===== src/rtl/rtc_cal_pkg.sv =====
`timescale 1ns/1ps
package rtc_cal_pkg;
  typedef logic [7:0] byte_t;
  typedef logic [7:0][7:0] bank_t;

  localparam int IDX_CEN  = 0;
  localparam int IDX_SEC  = 1;
  localparam int IDX_MIN  = 2;
  localparam int IDX_HR   = 3;
  localparam int IDX_DAY  = 4;
  localparam int IDX_DATE = 5;
  localparam int IDX_MON  = 6;
  localparam int IDX_YR   = 7;

  // index 7 down to 0: year, month, date, day, hour, minute, second, century
  localparam bank_t RESET_BANK = {8'h00, 8'h01, 8'h01, 8'h01,
                                  8'h00, 8'h00, 8'h00, 8'h00};

  // bits that belong to the time value in each register
  function automatic byte_t tmask(input logic [2:0] i);
    case (i)
      3'd0: return 8'h3F;
      3'd1: return 8'h7F;
      3'd2: return 8'h7F;
      3'd3: return 8'h3F;
      3'd4: return 8'h07;
      3'd5: return 8'h3F;
      3'd6: return 8'h1F;
      default: return 8'hFF;
    endcase
  endfunction

  function automatic logic [7:0] bcd2bin(input byte_t b);
    return 8'(b[7:4]) * 8'd10 + 8'(b[3:0]);
  endfunction

  function automatic byte_t bin2bcd(input logic [7:0] v);
    return {4'(v / 8'd10), 4'(v % 8'd10)};
  endfunction

  function automatic logic [7:0] month_days(input logic [7:0] mon, input logic [7:0] yr);
    case (mon)
      8'd2:                    return (yr[1:0] == 2'b00) ? 8'd29 : 8'd28;
      8'd4, 8'd6, 8'd9, 8'd11: return 8'd30;
      default:                 return 8'd31;
    endcase
  endfunction
endpackage


===== src/rtl/rtc_bus_decode.sv =====
`timescale 1ns/1ps
module rtc_bus_decode #(
  parameter int ADDR_W = 17
) (
  input  logic              ce_n,
  input  logic              oe_n,
  input  logic              we_n,
  input  logic [ADDR_W-1:0] addr,
  output logic              hit,
  output logic              rd_any,
  output logic              wr_clk,
  output logic [2:0]        idx,
  output logic              ext_ce_n
);
  localparam int HI_W = ADDR_W - 3;

  assign hit      = (addr[ADDR_W-1:3] == {HI_W{1'b1}});
  assign idx      = addr[2:0];
  assign rd_any   = !ce_n && !oe_n && we_n;
  assign wr_clk   = !ce_n && !we_n && hit;
  assign ext_ce_n = ce_n || hit;
endmodule


===== src/rtl/rtc_prescaler.sv =====
`timescale 1ns/1ps
module rtc_prescaler #(
  parameter int PRESCALE = 1024
) (
  input  logic clk,
  input  logic rst_n,
  input  logic osc_tick,
  input  logic run,
  input  logic clr,
  input  logic ft_en,
  output logic sec_pulse,
  output logic ft_out
);
  localparam int PW      = (PRESCALE > 1) ? $clog2(PRESCALE) : 1;
  localparam int FT_HALF = (PRESCALE / 1024 > 0) ? PRESCALE / 1024 : 1;
  localparam int FW      = (FT_HALF > 1) ? $clog2(FT_HALF) : 1;
  localparam logic [PW-1:0] PC_LAST = PW'(PRESCALE - 1);
  localparam logic [FW-1:0] FT_LAST = FW'(FT_HALF - 1);

  logic [PW-1:0] pc_q;
  logic [FW-1:0] fc_q;
  logic          ft_active;

  assign sec_pulse = osc_tick && run && !clr && (pc_q == PC_LAST);
  assign ft_active = ft_en && run;

  always_ff @(posedge clk or negedge rst_n) begin
    if (!rst_n) begin
      pc_q <= '0;
    end else if (clr) begin
      pc_q <= '0;
    end else if (osc_tick && run) begin
      pc_q <= (pc_q == PC_LAST) ? '0 : pc_q + PW'(1);
    end
  end

  always_ff @(posedge clk or negedge rst_n) begin
    if (!rst_n) begin
      fc_q   <= '0;
      ft_out <= 1'b0;
    end else if (!ft_active) begin
      fc_q   <= '0;
      ft_out <= 1'b0;
    end else if (osc_tick) begin
      if (fc_q == FT_LAST) begin
        fc_q   <= '0;
        ft_out <= !ft_out;
      end else begin
        fc_q <= fc_q + FW'(1);
      end
    end
  end


  sec_src_chk: assert property (@(posedge clk) disable iff (!rst_n)
    sec_pulse |-> (osc_tick && run));

  ft_idle_chk: assert property (@(posedge clk) disable iff (!rst_n)
    !ft_active |=> !ft_out);

  pc_hold_chk: assert property (@(posedge clk) disable iff (!rst_n)
    (!run && !clr) |=> $stable(pc_q));
endmodule


===== src/rtl/rtc_cal_advance.sv =====
`timescale 1ns/1ps
module rtc_cal_advance
  import rtc_cal_pkg::*;
(
  input  bank_t cur,
  input  logic  step,
  output bank_t nxt
);
  logic [7:0] v_sec, v_min, v_hr, v_day, v_date, v_mon, v_yr, v_cen, dim;
  logic       carry;

  always_comb begin
    v_sec  = bcd2bin(cur[IDX_SEC]  & tmask(3'(IDX_SEC)));
    v_min  = bcd2bin(cur[IDX_MIN]  & tmask(3'(IDX_MIN)));
    v_hr   = bcd2bin(cur[IDX_HR]   & tmask(3'(IDX_HR)));
    v_day  = bcd2bin(cur[IDX_DAY]  & tmask(3'(IDX_DAY)));
    v_date = bcd2bin(cur[IDX_DATE] & tmask(3'(IDX_DATE)));
    v_mon  = bcd2bin(cur[IDX_MON]  & tmask(3'(IDX_MON)));
    v_yr   = bcd2bin(cur[IDX_YR]);
    v_cen  = bcd2bin(cur[IDX_CEN]  & tmask(3'(IDX_CEN)));
    dim    = month_days(v_mon, v_yr);
    carry  = step;

    if (carry) begin
      if (v_sec >= 8'd59) v_sec = 8'd0;
      else begin v_sec = v_sec + 8'd1; carry = 1'b0; end
    end
    if (carry) begin
      if (v_min >= 8'd59) v_min = 8'd0;
      else begin v_min = v_min + 8'd1; carry = 1'b0; end
    end
    if (carry) begin
      if (v_hr >= 8'd23) v_hr = 8'd0;
      else begin v_hr = v_hr + 8'd1; carry = 1'b0; end
    end
    if (carry) begin
      v_day = (v_day >= 8'd7) ? 8'd1 : v_day + 8'd1;
      if (v_date >= dim) v_date = 8'd1;
      else begin v_date = v_date + 8'd1; carry = 1'b0; end
    end
    if (carry) begin
      if (v_mon >= 8'd12) v_mon = 8'd1;
      else begin v_mon = v_mon + 8'd1; carry = 1'b0; end
    end
    if (carry) begin
      if (v_yr >= 8'd99) v_yr = 8'd0;
      else begin v_yr = v_yr + 8'd1; carry = 1'b0; end
    end
    if (carry) begin
      v_cen = (v_cen >= 8'd39) ? 8'd0 : v_cen + 8'd1;
    end

    nxt = cur;
    nxt[IDX_SEC]  = (cur[IDX_SEC]  & ~tmask(3'(IDX_SEC)))  | bin2bcd(v_sec);
    nxt[IDX_MIN]  = (cur[IDX_MIN]  & ~tmask(3'(IDX_MIN)))  | bin2bcd(v_min);
    nxt[IDX_HR]   = (cur[IDX_HR]   & ~tmask(3'(IDX_HR)))   | bin2bcd(v_hr);
    nxt[IDX_DAY]  = (cur[IDX_DAY]  & ~tmask(3'(IDX_DAY)))  | bin2bcd(v_day);
    nxt[IDX_DATE] = (cur[IDX_DATE] & ~tmask(3'(IDX_DATE))) | bin2bcd(v_date);
    nxt[IDX_MON]  = (cur[IDX_MON]  & ~tmask(3'(IDX_MON)))  | bin2bcd(v_mon);
    nxt[IDX_YR]   = bin2bcd(v_yr);
    nxt[IDX_CEN]  = (cur[IDX_CEN]  & ~tmask(3'(IDX_CEN)))  | bin2bcd(v_cen);
  end
endmodule


===== src/rtl/rtc_bcd_regfile.sv =====
`timescale 1ns/1ps
module rtc_bcd_regfile
  import rtc_cal_pkg::*;
#(
  parameter int ADDR_W   = 17,
  parameter int PRESCALE = 1024
) (
  input  logic              clk,
  input  logic              rst_n,
  input  logic              osc_tick,
  input  logic              batt_ok,
  input  logic              ce_n,
  input  logic              oe_n,
  input  logic              we_n,
  input  logic [ADDR_W-1:0] addr,
  input  logic [7:0]        wdata,
  output logic [7:0]        rdata,
  output logic              ft_out,
  output logic              ext_ce_n,
  output logic              ext_oe_n,
  output logic              ext_we_n,
  output logic [ADDR_W-1:0] ext_addr,
  output logic [7:0]        ext_wdata,
  input  logic [7:0]        ext_rdata
);
  logic       hit, rd_any, wr_clk;
  logic [2:0] idx;
  bank_t      cnt_q, cnt_adv, vis_q, vis_nxt, aux_q, view;
  byte_t      rbyte;
  logic       w_bit, r_bit, osc_stop, ft_en, freeze, load_evt, sec_pulse;

  rtc_bus_decode #(.ADDR_W(ADDR_W)) u_dec (
    .ce_n(ce_n), .oe_n(oe_n), .we_n(we_n), .addr(addr),
    .hit(hit), .rd_any(rd_any), .wr_clk(wr_clk), .idx(idx), .ext_ce_n(ext_ce_n)
  );

  assign ext_oe_n  = oe_n;
  assign ext_we_n  = we_n;
  assign ext_addr  = addr;
  assign ext_wdata = wdata;

  assign w_bit    = aux_q[IDX_CEN][7];
  assign r_bit    = aux_q[IDX_CEN][6];
  assign osc_stop = aux_q[IDX_SEC][7];
  assign ft_en    = aux_q[IDX_DAY][6];
  assign freeze   = w_bit || r_bit;
  assign load_evt = wr_clk && (idx == 3'(IDX_CEN)) && w_bit && !wdata[7];

  rtc_prescaler #(.PRESCALE(PRESCALE)) u_pre (
    .clk(clk), .rst_n(rst_n), .osc_tick(osc_tick), .run(!osc_stop),
    .clr(load_evt), .ft_en(ft_en), .sec_pulse(sec_pulse), .ft_out(ft_out)
  );

  rtc_cal_advance u_adv (.cur(cnt_q), .step(sec_pulse), .nxt(cnt_adv));

  // visible time bank: tracks the counters unless frozen, takes time-bit writes
  always_comb begin
    vis_nxt = freeze ? vis_q : cnt_adv;
    if (wr_clk) vis_nxt[idx] = (vis_nxt[idx] & ~tmask(idx)) | (wdata & tmask(idx));
  end

  always_ff @(posedge clk or negedge rst_n) begin
    if (!rst_n) begin
      cnt_q <= RESET_BANK;
      vis_q <= RESET_BANK;
    end else begin
      cnt_q <= load_evt ? vis_nxt : cnt_adv;
      vis_q <= vis_nxt;
    end
  end

  // control and spare storage
  always_ff @(posedge clk or negedge rst_n) begin
    if (!rst_n) aux_q <= '0;
    else if (wr_clk) aux_q[idx] <= wdata;
  end

  always_comb begin
    view  = freeze ? vis_q : cnt_q;
    rbyte = (aux_q[idx] & ~tmask(idx)) | (view[idx] & tmask(idx));
    if (idx == 3'(IDX_DAY)) rbyte[7] = batt_ok;
    if (!rd_any)  rdata = '0;
    else if (hit) rdata = rbyte;
    else          rdata = ext_rdata;
  end


  osc_hold_chk: assert property (@(posedge clk) disable iff (!rst_n)
    (osc_stop && !load_evt) |=> $stable(cnt_q));

  run_gate_chk: assert property (@(posedge clk) disable iff (!rst_n)
    sec_pulse |-> !osc_stop);

  snap_hold_chk: assert property (@(posedge clk) disable iff (!rst_n)
    (freeze && !wr_clk) |=> $stable(vis_q));

  sec_wrap_chk: assert property (@(posedge clk) disable iff (!rst_n)
    (sec_pulse && !load_evt && cnt_q[IDX_SEC] == 8'h59) |=> (cnt_q[IDX_SEC] == 8'h00));

  load_copy_chk: assert property (@(posedge clk) disable iff (!rst_n)
    load_evt |=> (cnt_q == $past(vis_nxt)));

  ext_block_chk: assert property (@(posedge clk) disable iff (!rst_n)
    hit |-> ext_ce_n);
endmodule


===== config.mk =====
export PLATFORM = sky130hd
export DESIGN_NAME = rtc_bcd_regfile
export DESIGN_NICKNAME = d
export VERILOG_FILES = /design/src/rtl/rtc_cal_pkg.sv /design/src/rtl/rtc_bus_decode.sv /design/src/rtl/rtc_prescaler.sv /design/src/rtl/rtc_cal_advance.sv /design/src/rtl/rtc_bcd_regfile.sv
export SDC_FILE = /design/constraint.sdc
export NUM_CORES = 1
export LEC_CHECK = 0
export BUFFER_PORTS_ARGS = -buffer_cell sky130_fd_sc_hd__buf_2
export CAP_MARGIN = 20
export CORE_ASPECT_RATIO = 1.4
export CORE_MARGIN = 2
export CORE_UTILIZATION = 65
export DETAILED_ROUTE_END_ITERATION = 10
export PLACE_DENSITY = 0.87
export SYNTH_ARGS = -nofsm -noshare
export SYNTH_HDL_FRONTEND = slang
export SYNTH_SLANG_ARGS = --single-unit

===== constraint.sdc =====
create_clock -name clk -period 8.94 [get_ports clk]
set_input_delay 0.447 -clock clk [delete_from_list [all_inputs] [get_ports clk]]
set_output_delay 0.447 -clock clk [all_outputs]
set_load 0.03 [all_outputs]

==> key figures, run 1 <==
Clock network
  • Clock buffer depth: 2
  • Cts-stage hold buffer count: 0
  • Number of setup buffers added after CTS: 0
  • Clock Pin Slew Worst Setup and Hold Paths: 60 ps
  • Worst-Skew Late Latency: 440 ps
  • CTS tree: done
  • Clock buffer count from CTS: 17
  • Number of clock sinks: 130
  • CTS resizes: 0
  • H-tree depth: 4
  • Clock root cell: clkbuf_16

Timing
  • TNS Setup: 0 ps
  • Final Hold Vio Count: 0
  • Worst slew margin: 28.7%
  • Final min period: 6480 ps
  • Layout Skew: between 10 and 15 ps
  • # setup viols final: 0
  • Max-slew violations: 0
  • Fmax: approximately 150 MHz
  • Fin crit share: 72.5%
  • Worst-margin pin slew: 1070 ps
  • RSZ-0062 raised after global routing: no

Finish
  • Layout net count: 1,621
  • Antenna Cells: 0
  • Area Overhead vs Synth: 6.54%
  • Fraction of layout instances using a drive strength above 1: 13.4%

Synth
  • Ranking of synthesized cells by area: dfrtp_1 (26%), nand2_1 (7.5%), ha_1 (6.0%), o21ai_0 (4.9%), a21oi_1 (4.7%)
  • Number of synthesized flops with an enable pin: 0
  • Asr flop ratio synth: 100%
  • Synth top area share: 26.0%
  • Netlist cell types: 106
  • Post-synthesis area per instance: between 7 and 8 µm²
  • Top cell type by total area after synthesis: dfrtp_1
  • Synthesized netlist cell count: 1,528
  • Synthesized flop and latch total: 130
  • Synthesized cell area: between 10,000 and 15,000 µm²
  • Register area share after synthesis: 27.3%
  • Top_reg_cell synth: dfrtp_1
  • YS warnings: 0
  • Syn Nets: 1,632

Setup path
  • Arrival time at the worst endpoint: 6780 ps
  • Critical Path Start Type: register
  • CP Class: register to register
  • Slowest stage delay, CP: 650 ps
  • Delay-heaviest family, CP: compound AO/OA/AOI/OAI gates
  • Max FO, Critical Path: 15
  • Reg2Reg Depth: 26
  • Worst flop-to-flop path startpoint: cnt_q[52]
  • Cell with the largest stage delay on the worst path: o41ai_4
  • Critical path buffer and inverter count: 0
  • Reg2Reg Capture Point: vis_q[58]
  • Reg2reg setup slack: 2460 ps
  • Critical path data required time: 9240 ps
  • CP Capture Type: register
  • Most frequent CP cell: ha_1

Floorplanning
  • Std-Cell Rows: 58
  • Core box area: 18,000 µm²
  • Die width: 119 µm
  • Initial Util: 66.4%
  • Die Height: 164 µm
  • I/O pins: between 70 and 80
  • Die ar.: 19,500 µm²

Global route
  • Largest net degree at the start of global routing: 80
  • GRT Overall Usage: 38.3%
  • GRT Residual Overflow: 0
  • Initial antenna violation count: 0
  • First-pass GRT wire length: 59.2 mm
  • Vias in the first global route: 11,600

Placement
  • Routability cong.: ~1
  • HPWL Detailed: approximately 27 mm
  • Port Buf Inserts: 76

Detailed routing
  • Routed Antenna Nets: 0
  • Post-Route WL: 37.3 mm
  • Drt first pass iters: 6
  • Avg WL per Cell: about 21 µm
  • Drt first-iter violations: 1,461
  • Vias: 12,200
  • Vias per Instance: 6.91
  • DRC: 0

Flow run
  • Maxcap violations: 0

Status
  • Status: finished, final reports clean

Min path
  • Hold Path Class: primary input to async pin
area by class of cell:
class                           instances  area, µm²
Multi-Input combinational cell       1252       8010
Fill cell                            1454       5280
Sequential cell                       130       3260
Timing Repair Buffer                   88        477
Clock buffer                           19        443
Tap cell                              240        300
Clock inverter                         13        130
Inverter                               28        105
state kept, by name, summed over array words and instances, names as in the netlist:
signal	flops
cnt_q	52
vis_q	52
aux_q	15
u_pre.pc_q	10
u_pre.ft_out	1
cells in the final DEF, fill, tap and decap left out, types with 7 or more instances in the layout:
master | netlist | layout
a311oi_1 | 8 | 8
o21bai_1 | 7 | 7
a22oi_1 | 8 | 8
xor2_1 | 17 | 17
and2_1 | 17 | 17
nand2_1 | 239 | 239
clkbuf_16 | 0 | 17
ha_1 | 57 | 57
mux2i_1 | 25 | 25
nor3_1 | 29 | 29
fa_1 | 7 | 7
nand3_1 | 48 | 48
mux2_2 | 21 | 21
nand4_1 | 18 | 18
o211ai_1 | 21 | 21
o21a_1 | 15 | 15
o22ai_1 | 12 | 12
xnor2_1 | 34 | 34
dfrtp_1 | 124 | 124
buf_2 | 6 | 75
inv_1 | 28 | 28
a31oi_1 | 28 | 28
or2_2 | 15 | 15
a21oi_1 | 111 | 111
o31ai_1 | 12 | 12
nor2b_1 | 11 | 11
a211oi_1 | 20 | 20
nor2_1 | 142 | 140
o21ai_0 | 116 | 116
a21o_1 | 16 | 16
and3_1 | 20 | 20
a2bb2oi_1 | 7 | 7
nand2b_1 | 17 | 17
buf_4 | 27 | 12
metal layers:
layer / part of all wire [%] / routed length (µm) / global-route usage (%) / vias up
li1: - / - / - / 5551
met4: 8.6 / 3200 / 30.2 / 0
met2: 48 / 17800 / 63.9 / 757
met5: 0 / 0 / 0 / -
met3: 8.4 / 3140 / 7.35 / 232
met1: 35 / 13200 / 42.9 / 5696
cells by family (layout without fill, tap and decap cells):
| group | count (synthesis) | after routing | share of synthesized area (%) |
|---|---|---|---|
| adder cells (fa/ha/maj) | 66 | 66 | 7.31 |
| AND/OR/NAND/NOR | 610 | 610 | 24.3 |
| buffers and inverters | 146 | 148 | 5.83 |
| XOR/XNOR | 51 | 51 | 3.74 |
| multiplexers | 50 | 50 | 4.83 |
| AO/OA/AOI/OAI | 475 | 475 | 26.7 |
| flip-flops | 130 | 130 | 27.3 |
Yosys cell counts, types with 7 or more instances:
library cell	count
a211oi_1	20
a21o_1	16
a21oi_1	111
a22oi_1	8
a2bb2oi_1	7
a311oi_1	8
a31oi_1	28
and2_1	17
and3_1	20
buf_4	27
clkbuf_1	74
dfrtp_1	124
fa_1	7
ha_1	57
inv_1	28
mux2_2	21
mux2i_1	25
nand2_1	239
nand2b_1	17
nand3_1	48
nand4_1	18
nor2_1	142
nor2b_1	11
nor3_1	29
nor4_1	7
o211ai_1	21
o21a_1	15
o21ai_0	116
o21bai_1	7
o22ai_1	12
o31ai_1	12
or2_2	15
xnor2_1	34
xor2_1	17
how the worst max path moves through the flow:
stage | start | end | cells past startpoint
after global placement | cnt_q[52] | vis_q[58] | 26
after CTS | cnt_q[52] | vis_q[58] | 26
final | cnt_q[52] | vis_q[58] | 26
after detailed placement | cnt_q[52] | vis_q[58] | 26
after floorplan | cnt_q[49] | vis_q[58] | 28
after global routing | cnt_q[52] | cnt_q[58] | 26
per-stage QoR:
stage          std cells  cell area, µm²  worst slack [ps]  hold WS, ps  utilization [%]
2_1_floorplan       1528           11900              3290          151                -
3_3_place_gp        1738           12100              2740          454             67.5
3_5_place_dp        1738           12100              2560          463             67.5
4_1_cts             1770           12700              2530         85.6             70.7
5_1_grt             1770           12700              2010          114             70.7
6_report            1770           12700              2460         34.3             70.7
Power of run 1 is not shown: default switching activity piles up to over one toggle a cycle in this logic, so the estimate is an artifact.
==> inputs of run 2 (changes only) <==
--- a/config.mk
+++ b/config.mk
@@ -5,13 +5,14 @@
 export SDC_FILE = /design/constraint.sdc
 export NUM_CORES = 1
 export LEC_CHECK = 0
+export ABC_AREA = 1
 export BUFFER_PORTS_ARGS = -buffer_cell sky130_fd_sc_hd__buf_2
 export CAP_MARGIN = 20
 export CORE_ASPECT_RATIO = 1.4
 export CORE_MARGIN = 2
-export CORE_UTILIZATION = 65
+export CORE_UTILIZATION = 56
 export DETAILED_ROUTE_END_ITERATION = 10
-export PLACE_DENSITY = 0.87
+export PLACE_DENSITY = 0.8
 export SYNTH_ARGS = -nofsm -noshare
 export SYNTH_HDL_FRONTEND = slang
 export SYNTH_SLANG_ARGS = --single-unit
==> constraint.sdc (replaced) <==
create_clock -name clk -period 5.5 [get_ports clk]
set_input_delay 0.275 -clock clk [delete_from_list [all_inputs] [get_ports clk]]
set_output_delay 0.275 -clock clk [all_outputs]
set_load 0.03 [all_outputs]
==> run 2 against run 1 <==
  * Via count down 4.1%
  * Synthesized cell count is 12% higher
  * Largest cell class unchanged
  * Sequential share of layout area is 2.0 points higher
  * First-iteration DRC count decreased by 26%
  * Clock skew is 2.5 ps lower
==> key figures, run 2 <==
Synth
  • Top-count cell post-synth: nand2_1
  • Top cell type by total area after synthesis: dfrtp_1
  • Synthesized netlist cell count: 1,709
  • Number of synthesized flops with an enable pin: 0
  • Synthesized flop and latch total: 140
  • Top_reg_cell synth: dfrtp_1
  • Netlist cell types: 64
  • Ranking of synthesized cells by area: dfrtp_1 (29%), nand2_1 (15%), inv_1 (7.0%), o21ai_0 (6.3%), ha_1 (6.1%)
  • Register area share after synthesis: between 30% and 40%
  • Synthesized cell area: ~12,000 µm²
  • Asr flop ratio synth: 100%
  • Post-synthesis area per instance: 6.80 µm²
  • Post-synth top cells: nand2_1 (465), inv_1 (217), o21ai_0 (146)
  • Synth top area share: 28.8%
  • Syn Nets: 1,813
  • YS warnings: 0

Finish
  • Final core utilization: just over 60%
  • Most frequent cells in the layout: nand2_1 (462), inv_1 (213), o21ai_0 (145)
  • Seq. cell area: approximately 3500 µm²
  • Filler cells: between 1,500 and 2,000
  • Layout net count: 1,852
  • Area Overhead vs Synth: 9.47%
  • Largest regs: cnt_q x56, vis_q x56, aux_q x17
  • Antenna Cells: 0
  • Commonest non-fill, non-tap cell in the layout: nand2_1
  • Fraction of layout instances using a drive strength above 1: between 10% and 20%
  • Multi-input gate area: 6890 µm²

Floorplanning
  • Die width: 126 µm
  • Core box area: 20,500 µm²
  • Std-Cell Rows: 62
  • I/O pins: 77
  • Die ar.: ~22,000 µm²
  • Initial Util: 56.8%
  • Die Height: about 170 µm

Detailed routing
  • DRC: 0
  • Vias per Instance: 5.82
  • Drt first-iter violations: 1,080
  • Vias: 11,700
  • Routed Antenna Nets: 0
  • Post-Route WL: 34.2 mm
  • Drt first pass iters: 8
  • Avg WL per Cell: between 15 and 20 µm

Timing
  • Layout Skew: roughly 8.6 ps
  • Final Hold Vio Count: 0
  • # setup viols final: 0
  • Fmax: 194 MHz
  • Max-slew violations: 0
  • Worst slew margin: 22.3%
  • Final min period: around 5100 ps
  • Fin crit share: 93.5%
  • Worst-margin pin slew: 1170 ps

Global route
  • GRT Residual Overflow: 0
  • Vias in the first global route: 11,100
  • Largest net degree at the start of global routing: 90
  • First-pass GRT wire length: 54.7 mm
  • Initial antenna violation count: 0
  • GRT Overall Usage: 31.3%

Placement
  • HPWL Detailed: 25.5 mm
  • Routability cong.: 0.963
  • Port Buf Inserts: 76

Status
  • Status: finished, final reports clean

Clock network
  • H-tree depth: 4
  • Clock root cell: clkbuf_16
  • Number of clock sinks: 140
  • Clock Pin Slew Worst Setup and Hold Paths: 60 ps
  • Worst-Skew Late Latency: 430 ps
  • Clock buffer depth: 2
  • CTS tree: done
  • Clock buffer count from CTS: 17

Setup path
  • CP Class: register to register
  • Cell with the largest stage delay on the worst path: dfrtp_1
  • Critical Path Start Type: register
  • Most frequent CP cell: a21oi_1
  • Arrival time at the worst endpoint: roughly 5400 ps
  • Critical path data required time: 5790 ps
  • Max FO, Critical Path: 8
  • Slowest stage delay, CP: 400 ps
  • CP Capture Type: register

Min path
  • Hold Path Class: primary input to register

Flow run
  • Maxcap violations: 0
## run 2: cell types whose count changed after synthesis, moves of 18 or more
cell / before / now
nand2_1: 239 / 465
inv_1: 28 / 217
nand3_1: 48 / 131
a21oi_1: 111 / 63
clkbuf_1: 74 / 35
o21ai_0: 116 / 146
xnor2_1: 34 / 8
mux2i_1: 25 / 1
nand2_2: 0 / 22
and3_1: 20 / 0
mux2_2: 21 / 1
nor2_1: 142 / 124
## run 2: layout make-up
| type | instances | share of cell area, % |
|---|---|---|
| repair buffers | 95 | 4.18 |
| inverters | 235 | 6.93 |
| multi-input cells | 1259 | 54.2 |
| clock inverters | 10 | 0.905 |
| well taps | 256 | 2.52 |
| clock buffers | 21 | 3.70 |
| flip-flops and latches | 140 | 27.6 |
## run 2: cell families (layout without fill, tap and decap cells)
| family | Yosys count | count (layout) | share of synthesized area [%] |
|---|---|---|---|
| muxes | 2 | 2 | 0.183 |
| xor gates and xnor gates | 39 | 39 | 3.00 |
| and+or+nand+nor | 830 | 831 | 31.9 |
| AOI/OAI and AO/OA | 323 | 323 | 16.2 |
| buffers and inverters | 311 | 361 | 11.2 |
| DFF | 140 | 140 | 30.2 |
| adders and majority gates | 64 | 64 | 7.34 |
## run 2: final timing paths
path                       startpoint  slack (ps)  depth (start not counted)             to
max in group asynchronous       rst_n        3780                          3      cnt_q[35]
hold reg to reg             aux_q[61]         490                          2      aux_q[61]
min in group asynchronous       rst_n         460                          2  u_pre.pc_q[1]
setup / recovery            cnt_q[52]         350                         33      cnt_q[51]
hold / removal               osc_tick          50                          2   u_pre.ft_out
setup reg to reg            cnt_q[52]         350                         33      cnt_q[51]
## run 2: per-stage QoR
stage	area, µm²	cells	TNS [ps]	setup slack (ps)	hold WS (ps)
floorplan	11600	1709	0	738	-20.6
global placement	12000	1978	0	393	390
detailed placement	12000	1978	0	63.1	394
CTS	12600	2010	0	66.5	42.0
global route	12700	2016	-227	-97.3	44.7
finish	12700	2016	0	355	48.8
## run 2: what timing repair did
| action | 4_1_cts | 5_1_grt |
|---|---|---|
| buffers inserted | 0 | 5 |
| hold endpoints to repair | 82 | 0 |
| hold buffers | 1 | 0 |
| gates resized for setup | 0 | 15 |
| endpoints found under the setup margin | 0 | 27 |
## run 2: critical path: cells and delay by family (launching register included)
family,cells,cell delay [ps]
adders and majority gates,4,870
buffers and inverters,5,560
DFF,1,400
xor gates and xnor gates,1,240
and+or+nand+nor,14,1710
AOI/OAI and AO/OA,9,1220
## run 2: layer usage
layer	global-route usage [%]	wire length, µm	vias to the layer above
met5	1.81	51	-
met4	16.5	1930	2
met3	7.26	3270	132
met2	53.2	16400	581
met1	36.5	12500	5396
li1	-	-	5620
Power of run 2 is left out for the same reason.
